**src/rtl/hcrf_pkg.sv**
```systemverilog
package hcrf_pkg;
    localparam int unsigned BANK_ENTRIES = 16;
    localparam int unsigned BANK_AW      = $clog2(BANK_ENTRIES);

    function automatic bit legal_count(input int unsigned n);
        return (n == 16) || (n == 32);
    endfunction
endpackage

```
**src/rtl/hcrf_bank.sv**
```systemverilog
module hcrf_bank #(
    parameter int unsigned DATA_W = 32
) (
    input  logic                        clk,
    input  logic                        we,
    input  logic [hcrf_pkg::BANK_AW-1:0] waddr,
    input  logic [DATA_W-1:0]           wdata,
    input  logic [hcrf_pkg::BANK_AW-1:0] raddr,
    output logic [DATA_W-1:0]           rdata
);
    import hcrf_pkg::*;

    // Low phase presents waddr (committed at the rising edge); high phase
    // presents raddr (sampled by the capture flops at the falling edge).
    logic [DATA_W-1:0] cells_q [BANK_ENTRIES];

    always_ff @(posedge clk) begin
        if (we) cells_q[waddr] <= wdata;
    end

    assign rdata = cells_q[raddr];
endmodule

```
**src/rtl/hcrf_copy.sv**
```systemverilog
module hcrf_copy #(
    parameter int unsigned DATA_W   = 32,
    parameter int unsigned NUM_REGS = 32,
    localparam int unsigned AW      = $clog2(NUM_REGS)
) (
    input  logic              clk,
    input  logic              we,
    input  logic [AW-1:0]     waddr,
    input  logic [DATA_W-1:0] wdata,
    input  logic [AW-1:0]     raddr,
    output logic [DATA_W-1:0] rdata
);
    import hcrf_pkg::*;

    localparam int unsigned NBANK = NUM_REGS / BANK_ENTRIES;

    if (NBANK == 2) begin : g_split
        logic [DATA_W-1:0] bank_rd [2];
        for (genvar k = 0; k < 2; k++) begin : g_bank
            logic bank_we;
            assign bank_we = we && (waddr[AW-1] == 1'(k));
            hcrf_bank #(.DATA_W(DATA_W)) u_bank (
                .clk  (clk),
                .we   (bank_we),
                .waddr(waddr[BANK_AW-1:0]),
                .wdata(wdata),
                .raddr(raddr[BANK_AW-1:0]),
                .rdata(bank_rd[k])
            );
        end
        assign rdata = raddr[AW-1] ? bank_rd[1] : bank_rd[0];
    end else begin : g_single
        hcrf_bank #(.DATA_W(DATA_W)) u_bank (
            .clk  (clk),
            .we   (we),
            .waddr(waddr[BANK_AW-1:0]),
            .wdata(wdata),
            .raddr(raddr[BANK_AW-1:0]),
            .rdata(rdata)
        );
    end
endmodule

```
**src/rtl/hc_regfile.sv**
```systemverilog
module hc_regfile #(
    parameter int unsigned DATA_W   = 32,
    parameter int unsigned NUM_REGS = 32,
    localparam int unsigned AW      = $clog2(NUM_REGS)
) (
    input  logic              clk,
    input  logic              rst,
    input  logic              wr_en,
    input  logic [AW-1:0]     wr_addr,
    input  logic [DATA_W-1:0] wr_data,
    input  logic [AW-1:0]     rd_addr_a,
    input  logic [AW-1:0]     rd_addr_b,
    output logic [DATA_W-1:0] op_a,
    output logic [DATA_W-1:0] op_b
);
    localparam int unsigned NPORT = 2;

    typedef struct packed {
        logic [DATA_W-1:0] a;
        logic [DATA_W-1:0] b;
    } capt_t;

    logic [AW-1:0]     port_raddr [NPORT];
    logic [DATA_W-1:0] port_rdata [NPORT];

    assign port_raddr[0] = rd_addr_a;
    assign port_raddr[1] = rd_addr_b;

    // One full storage copy per read port; all copies see the same write.
    for (genvar p = 0; p < NPORT; p++) begin : g_copy
        hcrf_copy #(.DATA_W(DATA_W), .NUM_REGS(NUM_REGS)) u_copy (
            .clk  (clk),
            .we   (wr_en),
            .waddr(wr_addr),
            .wdata(wr_data),
            .raddr(port_raddr[p]),
            .rdata(port_rdata[p])
        );
    end

    capt_t capt_d, capt_q;

    always_comb begin
        capt_d = capt_q;
        if (rst) begin
            capt_d = '0;
        end else begin
            capt_d.a = port_rdata[0];
            capt_d.b = port_rdata[1];
        end
    end

    always_ff @(negedge clk) begin
        capt_q <= capt_d;
    end

    assign op_a = capt_q.a;
    assign op_b = capt_q.b;
endmodule

```
**config.mk**
```make
export PLATFORM = sky130hd
export DESIGN_NAME = hc_regfile
export DESIGN_NICKNAME = d
export VERILOG_FILES = /design/src/rtl/hcrf_pkg.sv /design/src/rtl/hcrf_bank.sv /design/src/rtl/hcrf_copy.sv /design/src/rtl/hc_regfile.sv
export SDC_FILE = /design/constraint.sdc
export NUM_CORES = 1
export LEC_CHECK = 0
export ABC_AREA = 1
export BUFFER_PORTS_ARGS = -buffer_cell sky130_fd_sc_hd__buf_2
export CORE_ASPECT_RATIO = 0.75
export CORE_MARGIN = 3
export CORE_UTILIZATION = 30
export DETAILED_ROUTE_END_ITERATION = 6
export GPL_ROUTABILITY_DRIVEN = 0
export MAX_ROUTING_LAYER = met4
export PLACE_DENSITY_LB_ADDON = 0.05
export SLEW_MARGIN = 20
export SYNTH_ARGS = -nofsm -noshare
export SYNTH_HDL_FRONTEND = slang
export SYNTH_SLANG_ARGS = --single-unit
```
**constraint.sdc**
```tcl
create_clock -name clk -period 6.46 [get_ports clk]
set_clock_uncertainty 0.1 [all_clocks]
set_input_delay 0.969 -clock clk [delete_from_list [all_inputs] [get_ports clk]]
set_output_delay 0.969 -clock clk [all_outputs]
set_load 0.05 [all_outputs]
```
Word-level counts from Yosys, hierarchy flattened
Memories as Yosys holds them, arrays and structs flattened.
Cells that the tools add are included.
{ "op_classes": {"muxes": 6, "n_bitwise": 1, "n_reduce_logical": 2} }
{ "op_table": {"columns": ["op", "n"], "rows": [
  ["$mux W32", 2],
  ["$mux W1", 4],
  ["$logic_and A1 B1 Y1", 2],
  ["$not A1 Y1", 1]
]} }
{ "totals": {"regBits": 64, "ramBits": 2048, "in_bits": 50, "output_inout_bits": 64, "elab_cells": 15, "n_memories": 4} }
{ "memory_table": {"columns": ["memory", "words", "width", "read_ports", "rd_clocked_by_memory_dff", "wr", "line", "rtl"], "rows": [
  ["g_copy[0].u_copy.g_split.g_bank[0].u_bank.cells_q", 16, 32, 1, 0, 1, "hcrf_bank.sv:15", "logic [DATA_W-1:0] cells_q [BANK_ENTRIES];"],
  ["g_copy[0].u_copy.g_split.g_bank[1].u_bank.cells_q", 16, 32, 1, 0, 1, "hcrf_bank.sv:15", null],
  ["g_copy[1].u_copy.g_split.g_bank[0].u_bank.cells_q", 16, 32, 1, 0, 1, "hcrf_bank.sv:15", null],
  ["g_copy[1].u_copy.g_split.g_bank[1].u_bank.cells_q", 16, 32, 1, 0, 1, "hcrf_bank.sv:15", null]
]} }

Logic depth before layout (Yosys ltp)
{ "logic_depth": {"depth_word": 4, "mapped_depth": 12, "mapped_depth_nobuf": 9} }

Cells and area by module
Synthesis repeated with hierarchy kept, for this count alone.
{ "unflattened": {"hier_cells": 8768, "area_unflattened_um2": 91217.5} }
{ "by_module_without_submodules": {"columns": ["module", "n_inst", "cells_each", "area_each_um2", "seq_area_each_um2"], "rows": [
  ["hcrf_bank", 4, 2088, 22089.9, 15374.7],
  ["hc_regfile", 1, 200, 1844.3, 1281.2],
  ["hcrf_copy", 2, 108, 506.7, 0.0]
]} }

==> summary.txt <==
Run status
  • Status: finished clean

Detailed routing
  • Vias/cell: between 5 and 6
  • Post-route ant nets: 0
  • DRC: 0
  • Final WL: approximately 250000 µm
  • Via count: between 40000 and 50000
  • Initial drt markers: 4752
  • Total iterations of the first detailed-routing run: 6
  • DR WL/cell: 28.6 µm

Final layout
  • Most frequent cells in the layout: nand2_1 (2516), nand3_1 (1372), edfxtp_1 (1024)
  • Share of cells above drive strength 1: 0.0887
  • P&R area growth vs syn: 16.9%
  • Final cell count without fillers: roughly 8600
  • Multi-input logic area: ~19000 µm²
  • Filler cell count in the final layout: 17700
  • FF/Latch Area: 32000 µm²
  • Nets@finish: roughly 6200
  • Commonest non-fill, non-tap cell in the layout: nand2_1

Setup path
  • Worst Path Arrival: around 4.9 ns
  • Largest delay share family, worst path: flip-flops
  • Worst path required time: ~5.4 ns
  • Crit-path max cell delay: approximately 0.58 ns
  • Critical path fanouts, max: 1
  • WS Path Type: flop to primary output
  • R2R Path End: op_b[6]
  • Crit path cell chain: buf_2
  • Flop2flop setup slack: ~1.7 ns
  • Crit. End Element: primary output
  • R2R depth: 9
  • Crit path buf inv count: 1
  • CP startpoint kind: flop
  • Worst path slowest cell: dfxtp_1

Yosys
  • Adder-cell share of the synthesized area: 0
  • Cell variety after synth: 17
  • Yosys top cell by area: edfxtp_1
  • Compound-cell area share of the yosys netlist: 0.0226
  • Syn nets: about 6100
  • Synth Area in Simple Gates: 0.331
  • #FFs+latches synth: 1088
  • Mapped Area: 53100 µm²
  • Avg Synthesized Cell Area: between 8 and 9 µm²
  • Synth area leaders: edfxtp_1 (58%), nand2_1 (18%), nand3_1 (13%)
  • Post-Synth XOR/XNOR Area: 0
  • Post-synth top area share: 0.579
  • Multiplexer share of the synthesized area: 0
  • Synthesized instance count: approximately 6000
  • Largest family of logic cells by synthesized area: simple AND/OR/NAND/NOR gates
  • Register area share after synthesis: 0.603
  • Synth warnings: 0

Clock tree
  • Post-CTS sizing: 0
  • Hold buffers post-CTS: 0
  • TritonCTS Sinks: between 1000 and 1500
  • Root buffer cell: clkbuf_16
  • Reg clk slew, reported paths: approximately 0.060 ns
  • Clk buf depth: 3
  • Clock latency on the worst-skew pair: 0.77 ns
  • CTS tree: yes
  • Total CTS buffers: 130
  • H-tree levels: 4
  • Post-CTS setup buffers: 0

STA
  • RSZ-0062 raised after global routing: no
  • Final Hold Fails: 0
  • Final Slew Violations: 0
  • Slew HR: 0.234
  • Final hold slack: between 0.6 and 0.7 ns
  • Worst slew pin tran: between 1 and 1.5 ns
  • Setup TNS: 0 ns
  • Final Setup Violations: 0

Die
  • Initial core utilization: 0.303
  • Number of I/O pins: about 110
  • Core area: 176000 µm²
  • Die H: about 370 µm
  • DIE AREA: 182000 µm²
  • FP Rows: ~130
  • Die width: ~490 µm

Global routing
  • Total track usage: 0.273
  • Largest net degree at the start of global routing: roughly 100
  • First-pass GRT wire length: roughly 350000 µm
  • Initial antenna violation count: 31
  • GR Overflow Total: 0
  • Number of global-route vias before repair: 43500

Placed design
  • I/O Buffers: about 110
  • HPWL after DPL: around 140000 µm
  • DP Cell Count: between 8000 and 9000

Job
  • MaxCap Viol Count: 0

Power and ir drop
  • IR drop worst, VDD: ~0.19 mV
  • Pwr dens: ~280 nW/µm²
  • Leak Pwr: between 20 and 25 nW
  • Total Power: between 15 and 20 mW

Worst hold path
  • Hold Path Depth: 1
  • Hold Path Class: input pin to flop
  • Min-delay src: wr_data[16]
[layer usage]
layer / up-vias / GRT usage / share of wire
met2: 1840 / 0.417 / 0.45
li1: 20700 / - / -
met5: - / - / 0
met3: 354 / 0.0391 / 0.066
met1: 22600 / 0.384 / 0.46
met4: 0 / 0.0677 / 0.025
[where the power goes]
part / switching [mW] / internal [mW]
clock network: 3.21 / 4.42
registers: 0.0657 / 7.83
logic: 1.42 / 0.512
total: 4.70 / 12.8
[state kept, by name, summed over array words and instances, names as in the netlist]
| name | count |
|---|---|
| g_copy.u_copy.g_split.g_bank.u_bank.cells_q | 1024 |
| op_a | 32 |
| op_b | 32 |
[worst max path at each step]
stage                 start  endpoint  slack, ns  depth (start not counted)
2_1_floorplan  rd_addr_b[1]  op_b[13]       1.04                         10
3_3_place_gp   rd_addr_a[0]   op_a[4]       0.26                         12
3_5_place_dp   rd_addr_a[0]   op_a[4]       0.25                         12
4_1_cts            op_a[16]  op_a[16]       0.37                          1
5_1_grt             op_a[5]   op_a[5]       0.44                          1
6_report            op_a[5]   op_a[5]       0.46                          1
[area by class of cell]
class / instances / share of cell area
Sequential cell: 1088 / 0.516
Multi-Input combinational cell: 4462 / 0.306
Timing Repair Buffer: 336 / 0.0547
Inverter: 48 / 0.00391
Clock buffer: 175 / 0.0597
Clock inverter: 123 / 0.0119
Tap cell: 2362 / 0.0476
Antenna cell: 18 / 0.000725
[cell usage after synthesis (all sizes together)]
| cell type | count |
|---|---|
| nand2 | 2516 |
| nand3 | 1372 |
| edfxtp | 1024 |
| nor2 | 334 |
| buf | 318 |
| o21ai | 144 |
| clkbuf | 126 |
| a21oi | 96 |
| dfxtp | 64 |
| inv | 46 |
| clkinv | 3 |
[logic make-up after synthesis]
kind of cell	after synthesis
simple gates	4222
flops	1088
buf+inv	493
compound gates	240
[worst register-to-register path, cell delays in order, from the launching register on]
cell	delay (ns)
edfxtp_1	0.39
nand2_1	0.08
nand3_1	0.09
nand3_1	0.09
nand2_1	0.05
nand2_1	0.05
nand2_1	0.06
nor2_1	0.23
nor2_1	0.11
buf_4	0.17
[through the flow]
stage                      util  worst slack [ns]  instance area (µm²)
final                     0.354             0.456                62100
after detailed placement  0.328             0.245                57600
after global placement    0.328             0.262                57600
after floorplan               -              1.04                53100
after global routing      0.354             0.444                62100
after CTS                 0.354             0.367                62100
Note: power is estimated with default switching activity, not from simulation.
